File: config.mk
export PLATFORM = sky130hd
export DESIGN_NAME = rx_frame_shaper
export DESIGN_NICKNAME = d
export VERILOG_FILES = /design/src/rtl/rxshp_pkg.sv /design/src/rtl/rxshp_ctrl.sv /design/src/rtl/rxshp_datapath.sv /design/src/rtl/rx_frame_shaper.sv
export SDC_FILE = /design/constraint.sdc
export NUM_CORES = 1
export LEC_CHECK = 0
export ABC_AREA = 1
export BUFFER_PORTS_ARGS = -buffer_cell sky130_fd_sc_hd__buf_2
export CAP_MARGIN = 25
export CORE_UTILIZATION = 30
export DETAILED_ROUTE_END_ITERATION = 8
export GPL_ROUTABILITY_DRIVEN = 0
export SLEW_MARGIN = 5
export SYNTH_ARGS = -nofsm -noshare
export SYNTH_HDL_FRONTEND = slang
export SYNTH_HIERARCHICAL = 1
export SYNTH_SLANG_ARGS = --single-unit
File: constraint.sdc
create_clock -name clk -period 2.9 [get_ports clk]
set_input_delay 0.145 -clock clk [delete_from_list [all_inputs] [get_ports clk]]
set_output_delay 0.145 -clock clk [all_outputs]
set_load 0.005 [all_outputs]
File: src/rtl/rxshp_pkg.sv
package rxshp_pkg;

  localparam int CNT_W  = 16;
  localparam int BYTE_W = 8;

  // Per-cycle strobes from control to datapath
  typedef struct packed {
    logic             fill;     // emit one filler byte this cycle
    logic             direct;   // forward input byte with single-cycle latency
    logic             delayIn;  // push input byte into the delay line
    logic             endOk;    // input byte closes an accepted frame
    logic             endDrop;  // input byte closes a rejected frame
    logic [CNT_W-1:0] len;      // frame length including the current byte
  } strobe_t;

  // One slot of the alignment delay line
  typedef struct packed {
    logic              valid;
    logic [BYTE_W-1:0] data;
    logic              last;
    logic              ok;
    logic              drop;
    logic [CNT_W-1:0]  len;
  } lane_t;

endpackage

File: src/rtl/rxshp_ctrl.sv
module rxshp_ctrl
  import rxshp_pkg::*;
#(
  parameter int MIN_LEN   = 64,
  parameter int PAD_BYTES = 2
) (
  input  logic       clk,
  input  logic       rstN,
  input  logic       swReset,
  input  logic       stopState,
  input  logic       regWrEn,
  input  logic [1:0] regWrData,
  input  logic       inValid,
  input  logic       inLast,
  output logic       alignEn,
  output logic       runtAcc,
  output strobe_t    stb
);

  localparam int               FILL_W    = $clog2(PAD_BYTES + 1);
  localparam logic [CNT_W-1:0] CNT_MAX   = '1;
  localparam logic [CNT_W-1:0] MIN_LEN_C = CNT_W'(MIN_LEN);
  localparam logic [FILL_W-1:0] FILL_RST = FILL_W'(PAD_BYTES - 1);

  logic              inFrame;
  logic              frameAlign;
  logic [CNT_W-1:0]  byteCnt;
  logic [FILL_W-1:0] fillLeft;

  logic              sof;
  logic              curAlign;
  logic [CNT_W-1:0]  curCnt;
  logic [CNT_W-1:0]  lenNow;
  logic              endHit;
  logic              isRunt;

  // Control bits: alignment always writable, runt acceptance only when stopped
  always_ff @(posedge clk or negedge rstN) begin
    if (!rstN) begin
      alignEn <= 1'b0;
      runtAcc <= 1'b0;
    end else if (swReset) begin
      alignEn <= 1'b0;
      runtAcc <= 1'b0;
    end else if (regWrEn) begin
      alignEn <= regWrData[0];
      if (stopState) runtAcc <= regWrData[1];
    end
  end

  always_comb begin
    sof      = inValid && !inFrame;
    curAlign = sof ? alignEn : frameAlign;
    curCnt   = sof ? '0 : byteCnt;
    lenNow   = (curCnt == CNT_MAX) ? CNT_MAX : curCnt + 1'b1;
    endHit   = inValid && inLast;
    isRunt   = lenNow < MIN_LEN_C;

    stb         = '0;
    stb.fill    = (sof && alignEn) || (fillLeft != '0);
    stb.direct  = inValid && !curAlign;
    stb.delayIn = inValid && curAlign;
    stb.endOk   = endHit && !(isRunt && !runtAcc);
    stb.endDrop = endHit && isRunt && !runtAcc;
    stb.len     = lenNow;
  end

  // Per-frame tracking
  always_ff @(posedge clk or negedge rstN) begin
    if (!rstN) begin
      inFrame    <= 1'b0;
      frameAlign <= 1'b0;
      byteCnt    <= '0;
      fillLeft   <= '0;
    end else if (swReset) begin
      inFrame    <= 1'b0;
      frameAlign <= 1'b0;
      byteCnt    <= '0;
      fillLeft   <= '0;
    end else begin
      if (inValid) begin
        inFrame <= !inLast;
        byteCnt <= lenNow;
      end
      if (sof) frameAlign <= alignEn;
      if (sof && alignEn)      fillLeft <= FILL_RST;
      else if (fillLeft != '0) fillLeft <= fillLeft - 1'b1;
    end
  end

endmodule

File: src/rtl/rxshp_datapath.sv
module rxshp_datapath
  import rxshp_pkg::*;
#(
  parameter int               PAD_BYTES = 2,
  parameter logic [BYTE_W-1:0] FILL_BYTE = '0
) (
  input  logic              clk,
  input  logic              rstN,
  input  logic              swReset,
  input  strobe_t           stb,
  input  logic [BYTE_W-1:0] inData,
  input  logic              inLast,
  output logic              outValid,
  output logic [BYTE_W-1:0] outData,
  output logic              outLast,
  output logic              frameDone,
  output logic              frameDrop,
  output logic [CNT_W-1:0]  frameCount
);

  lane_t laneIn;
  lane_t stage [PAD_BYTES];
  lane_t tail;

  always_comb begin
    laneIn       = '0;
    laneIn.valid = stb.delayIn;
    laneIn.data  = inData;
    laneIn.last  = stb.delayIn && inLast;
    laneIn.ok    = stb.delayIn && stb.endOk;
    laneIn.drop  = stb.delayIn && stb.endDrop;
    laneIn.len   = stb.len;
  end

  // Delay line that shifts every cycle, PAD_BYTES deep
  for (genvar g = 0; g < PAD_BYTES; g++) begin : gDelay
    always_ff @(posedge clk or negedge rstN) begin
      if (!rstN)        stage[g] <= '0;
      else if (swReset) stage[g] <= '0;
      else if (g == 0)  stage[g] <= laneIn;
      else              stage[g] <= stage[(g == 0) ? 0 : g - 1];
    end
  end

  assign tail = stage[PAD_BYTES-1];

  // Output register: filler has priority, then delayed bytes, then direct bytes
  always_ff @(posedge clk or negedge rstN) begin
    if (!rstN) begin
      outValid   <= 1'b0;
      outData    <= '0;
      outLast    <= 1'b0;
      frameDone  <= 1'b0;
      frameDrop  <= 1'b0;
      frameCount <= '0;
    end else if (swReset) begin
      outValid   <= 1'b0;
      outData    <= '0;
      outLast    <= 1'b0;
      frameDone  <= 1'b0;
      frameDrop  <= 1'b0;
      frameCount <= '0;
    end else if (stb.fill) begin
      outValid  <= 1'b1;
      outData   <= FILL_BYTE;
      outLast   <= 1'b0;
      frameDone <= 1'b0;
      frameDrop <= 1'b0;
    end else if (tail.valid) begin
      outValid  <= 1'b1;
      outData   <= tail.data;
      outLast   <= tail.last;
      frameDone <= tail.ok;
      frameDrop <= tail.drop;
      if (tail.ok) frameCount <= tail.len;
    end else if (stb.direct) begin
      outValid  <= 1'b1;
      outData   <= inData;
      outLast   <= inLast;
      frameDone <= stb.endOk;
      frameDrop <= stb.endDrop;
      if (stb.endOk) frameCount <= stb.len;
    end else begin
      outValid  <= 1'b0;
      outData   <= '0;
      outLast   <= 1'b0;
      frameDone <= 1'b0;
      frameDrop <= 1'b0;
    end
  end

endmodule

File: src/rtl/rx_frame_shaper.sv
module rx_frame_shaper
  import rxshp_pkg::*;
#(
  parameter int               MIN_LEN   = 64,
  parameter int               PAD_BYTES = 2,
  parameter logic [BYTE_W-1:0] FILL_BYTE = '0
) (
  input  logic              clk,
  input  logic              rstN,
  input  logic              swReset,
  input  logic              stopState,
  input  logic              regWrEn,
  input  logic [1:0]        regWrData,
  output logic [1:0]        regRdData,
  input  logic              inValid,
  input  logic [BYTE_W-1:0] inData,
  input  logic              inLast,
  output logic              outValid,
  output logic [BYTE_W-1:0] outData,
  output logic              outLast,
  output logic              frameDone,
  output logic              frameDrop,
  output logic [CNT_W-1:0]  frameCount
);

  strobe_t stb;
  logic    alignEn;
  logic    runtAcc;

  assign regRdData = {runtAcc, alignEn};

  rxshp_ctrl #(
    .MIN_LEN  (MIN_LEN),
    .PAD_BYTES(PAD_BYTES)
  ) u_ctrl (
    .clk      (clk),
    .rstN     (rstN),
    .swReset  (swReset),
    .stopState(stopState),
    .regWrEn  (regWrEn),
    .regWrData(regWrData),
    .inValid  (inValid),
    .inLast   (inLast),
    .alignEn  (alignEn),
    .runtAcc  (runtAcc),
    .stb      (stb)
  );

  rxshp_datapath #(
    .PAD_BYTES(PAD_BYTES),
    .FILL_BYTE(FILL_BYTE)
  ) u_dp (
    .clk       (clk),
    .rstN      (rstN),
    .swReset   (swReset),
    .stb       (stb),
    .inData    (inData),
    .inLast    (inLast),
    .outValid  (outValid),
    .outData   (outData),
    .outLast   (outLast),
    .frameDone (frameDone),
    .frameDrop (frameDrop),
    .frameCount(frameCount)
  );

endmodule

**Word level (Yosys, flattened, before mapping)**

Index checks and enable logic that the tools add are counted.

- Register bits: 106
- Word-level logic and storage cells: 101
- Output and inout port bits: 30

- Equality and inequality tests: 3
- Mux-type cells: 44
- Add/subtract/negate cells: 2
- $lt $le $gt $ge: 1
- Reduce and logical (&&, ||, !) cells: 27

Operators by type and width:

| kind | count |
|---|---|
| 2-to-1 mux 16 bit | 10 |
| 2-to-1 mux 28 bit | 2 |
| 2-to-1 mux 8 bit | 4 |
| 2-to-1 mux 1 bit | 25 |
| adder 16 x 1 -> 16 bit (second input constant) | 1 |
| == test 16 bit (second input constant) | 1 |
| less-than comparator 16 x 7 -> 1 bit (second input constant) | 1 |
| logical AND 1 bit | 12 |
| nonzero test 3 bit | 3 |
| nonzero test 2 bit | 4 |
| 2-to-1 mux 2 bit | 3 |
| logical NOT 1 bit | 5 |
| AND reduction 4 bit | 1 |
| inequality test 3 bit (second input constant) | 1 |
| inequality test 2 bit (second input constant) | 1 |
| AND reduction 2 bit | 1 |
| subtractor 2 x 1 -> 2 bit (second input constant) | 1 |
| logical OR 1 bit | 1 |

**Depth between registers and ports, before layout**

- Depth in word-level cells: 14
- Gate-level depth with buffers: 21

**By module**

Netlist, hierarchy kept.

By module, submodules not included:

| module | cells each | sequential area each (µm²) | area an instance (µm²) | times used |
|---|---|---|---|---|
| rxshp_datapath | 343 | 2102.0 | 3236.9 | 1 |
| rxshp_ctrl | 250 | 550.5 | 1712.9 | 1 |
| rx_frame_shaper | 2 | 0.0 | 15.0 | 1 |

**Worst setup path before layout**

Ideal clock, no wire load.

- Path kind: register -> register
- Start point: register u_ctrl.inFrame
- End point: register u_dp.frameCount[11]
- Arrival: 2295 ps
- Slack: 486 ps
- Clock period less this slack: 2414 ps
- Setup time: 118 ps
- Data required time: 2782 ps
- Path buffers: 2
- Cell stages (with the launch flop): 21
- Path through: dfrtp_1 -> nor2_1 -> nor2_1 -> ha_1 -> nand2_1 -> nor2_2 -> nand2_1 -> nor2_2 -> nand2_4 -> buf_6 -> nand3_1 -> nor2_1 -> nand2_1 -> nor2_1 -> nor2_1 -> nand2_1 -> nand2_4 -> nand3_4 -> buf_8 -> nand3_1 -> nand2_1

RTL lines:

| what | RTL line | RTL |
|---|---|---|
| from (decl) | rxshp_ctrl.sv:25 | `logic inFrame;` |
| from (signal assigned) | rxshp_ctrl.sv:82 | `inFrame <= !inLast;` |
| to (signal assigned) | rxshp_datapath.sv:75 | `if (tail.ok) frameCount <= tail.len;` |
| to (signal assigned) | rxshp_datapath.sv:82 | `if (stb.endOk) frameCount <= stb.len;` |
| to (decl) | rxshp_datapath.sv:18 | `output logic [CNT_W-1:0] frameCount` |

==> impl_metrics.env <==
export IMPL_clockBufferDepth=2
export IMPL_place_area_sq_mm=0.00538
export IMPL_synth_avg_cell_area_sq_um=8.34
export IMPL_ant_nets=0
export IMPL_critPathArrivalTime_ns=2.84
export IMPL_synthDistinctLibCells=34
export IMPL_start_util_pct=31.0
export IMPL_post_route_period_util_pct=88.6
export IMPL_reg2regPathDepth=18
export IMPL_critPathTopFamily="simple AND/OR/NAND/NOR gates"
export IMPL_power_mw=3.11
export IMPL_switching_share_pct=25.2
export IMPL_p_leak_nw=3.07
export IMPL_hold_path_class="input pin to flip-flop"
export IMPL_path_class="flip-flop to flip-flop"
export IMPL_maxSlewHeadroom_pct=53.9
export IMPL_cts_buffers=9
export IMPL_startpoint="u_ctrl/inFrame$_DFFE_PN0P_"
export IMPL_seqPwrFrac_pct=49.4
export IMPL_setup_tns_ns=0
export IMPL_final_util_pct=36.0
export IMPL_die_area_sq_mm=0.0171
export IMPL_synthTopCellsByArea="dfrtp_1 53%, nand2_1 10%, nor2_1 7.6%"
export IMPL_combPwrFrac_pct=11.0
export IMPL_ys_ff_latch=106
export IMPL_rows=46
export IMPL_drc=0
export IMPL_track_usage_pct=13.3
export IMPL_cp_max_fo=13
export IMPL_die_x_um=131
export IMPL_critPathRequiredTime_ns=3.17
export IMPL_ys_seq_area_share_pct=53.4
export IMPL_finalNetCount=663
export IMPL_yosys_warnings=6
export IMPL_timing_rr_end="u_dp/frameCount[12]$_DFFE_PN0P_"
export IMPL_min_period_ns=2.57
export IMPL_cts_sinks=106
export IMPL_outcome="complete, no violations"
export IMPL_cp_cell_sequence="nor2_2, nor2_1, ha_1, nand2_1, nor2_2, nand2_1, nor2_2, nand2_4, nand3_1, nor2_1, nand3_2, nor2_1, nor2_1, nand2_1, nand2_4, buf_4, nand4_1, nand2_1"
export IMPL_p_sw_mw=0.784
export IMPL_pin_count=47
export IMPL_grt_pass1_wl_um=17600
export IMPL_antenna_found_initial=0
export IMPL_filler_cell_count=1687
export IMPL_place_hpwl_um=7490
export IMPL_p_per_area_mw_per_mm2=540
export IMPL_drtPass1Iterations=5
export IMPL_cp_slowest_stage_delay_ns=0.37
export IMPL_fin_cells=864
export IMPL_slew_viol_final=0
export IMPL_placed_cells=842
export IMPL_grt_overflow_total=0
export IMPL_htree_num_levels=3
export IMPL_grt_pass1_vias=3466
export IMPL_grt_max_degree=55
export IMPL_core_area_sq_mm=0.0160
export IMPL_timing_final_hold_violations=0
export IMPL_clock_power_share_pct=39.6
export IMPL_worst_slew_pin_slew_ns=0.691
export IMPL_min_delay_start="inData[5]"
export IMPL_endpoint_kind="flip-flop"
export IMPL_holdPathStages=3
export IMPL_setup_ws_ns=0.331
export IMPL_drt_iter0_markers=259
export IMPL_cts_root_buffer="clkbuf_16"
export IMPL_clk_latency_ns=0.33
export IMPL_max_freq_mhz=389
export IMPL_io_buffers=46
export IMPL_die_y_um=131
export IMPL_r2r_slack_ns=0.33
export IMPL_crit_path_top_delay_cell="dfrtp_1"
export IMPL_setup_viol_count_final=0
export IMPL_worstReg2RegStart="u_ctrl/inFrame$_DFFE_PN0P_"
export IMPL_wl_per_cell_um=12.6
export IMPL_area_growth_syn_to_layout_pct=16.1
export IMPL_fin_skew_ns=0.00622
export IMPL_cap_violations=0
export IMPL_diodes=0
export IMPL_whs_ns=0.0177
export IMPL_clkTransAtPathRegs_ns=0.07
export IMPL_p_int_mw=2.33
export IMPL_synth_top_area_cell="dfrtp_1"
export IMPL_drt_wl_total_um=10900
export IMPL_hold_path_endpoint="u_dp/stage[52]$_DFF_PN0_"
export IMPL_regArea_sq_mm=0.00265
export IMPL_multiInputGateArea_sq_mm=0.00181
export IMPL_synth_top_area_share_pct=53.4
export IMPL_stdcell_area_sq_mm=0.00577
export IMPL_viasPerCell=4.50
export IMPL_vias=3888
export IMPL_cts_tree="done"
export IMPL_syn_nets=614
export IMPL_drive_gt1_share_pct=18.2
export IMPL_synth_area_sq_mm=0.00496
export IMPL_start_kind="flip-flop"
export IMPL_postSynthCellCount=595
export IMPL_critical_path_buf_inv_count=1
export IMPL_dp_slack_ns=0.207
export IMPL_peakVddDrop_v=0.000350
power by group through the flow:
stage | clock network [mW] | registers, mW | logic [mW]
finish | 1.23 | 1.54 | 0.342
global route | 1.33 | 1.54 | 0.386
CTS | 1.27 | 1.54 | 0.333
detailed placement | 0 | 1.57 | 0.331
global placement | 0 | 1.57 | 0.329
floorplan | 0 | 1.57 | 0.219
cells by family after synthesis:
logic type      share of synthesized area (%)
simple gates                             30.9
buf+inv                                  10.8
flops                                    53.4
compound gates                           3.65
xor+xnor                                0.706
fa+ha+maj                               0.504
what timing repair did:
item | 4_1_cts | 5_1_grt
resized for setup | 0 | 5
buffers inserted | 0 | 5
hold endpoints to repair | 52 | 0
endpoints found under the setup margin | 0 | 17
hold buffers | 1 | 0
sequential cells by signal, summed over array words and instances, names as in the netlist:
name               count
u_ctrl/alignEn         1
u_ctrl/byteCnt        16
u_ctrl/fillLeft        2
u_ctrl/frameAlign      1
u_ctrl/inFrame         1
u_ctrl/runtAcc         1
u_dp/frameCount       16
u_dp/frameDone         1
u_dp/frameDrop         1
u_dp/outData           8
u_dp/outLast           1
u_dp/outValid          1
u_dp/stage            56
placed cells by master (no fill, tap or decap), types with 2 or more instances in the layout:
cell type / n
a21oi_1: 3
a22oi_1: 10
buf_2: 45
buf_4: 16
clkbuf_16: 9
clkbuf_8: 2
clkinv_2: 2
dfrtp_1: 106
ha_1: 2
inv_1: 85
inv_2: 8
nand2_1: 134
nand2_2: 2
nand2_4: 3
nand3_1: 48
nand3_2: 11
nand3_4: 3
nand4_1: 23
nor2_1: 99
nor2_2: 9
o21ai_0: 8
o22ai_1: 2
xor2_1: 3
how the worst max path moves through the flow:
stage	to	slack (ns)	cells past startpoint
2_1_floorplan	u_dp/frameCount[11]$_DFFE_PN0P_	0.49	20
3_3_place_gp	u_dp/frameCount[10]$_DFFE_PN0P_	0.28	18
3_5_place_dp	u_dp/frameCount[6]$_DFFE_PN0P_	0.21	18
4_1_cts	u_dp/frameCount[11]$_DFFE_PN0P_	0.19	18
5_1_grt	u_dp/frameCount[10]$_DFFE_PN0P_	-0.02	19
6_report	u_dp/frameCount[12]$_DFFE_PN0P_	0.33	18
per-layer routing:
metal  track usage [%]  routed length, um
met3              2.24                402
met2              19.6               4840
met4              4.53                167
met1              19.5               5500
met5                 0                  0
worst min-delay path: stages:
cell and delay, ns:
buf_2 0.10, inv_1 0.04, nor2_1 0.03
cell usage after synthesis (all sizes together):
cell type    n
nand4       24
a31oi        1
ha           2
dfrtp      106
buf         19
o21ai        9
nand2      139
clkbuf       7
o31ai        1
xnor2        1
nor2       109
nand3       61
inv         93
nor3         2
a21oi        4
o22ai        2
a22oi       10
a211oi       1
xor2         3
clkinv       1
layout make-up:
| class | count | area share [%] |
|---|---|---|
| Multi-Input combinational cell | 370 | 31.4 |
| Timing Repair Buffer | 63 | 6.51 |
| Sequential cell | 106 | 46.0 |
| Tap cell | 216 | 4.69 |
| Clock inverter | 4 | 0.846 |
| Inverter | 94 | 6.12 |
| Clock buffer | 11 | 4.38 |
(Power assumes the default switching activity.)
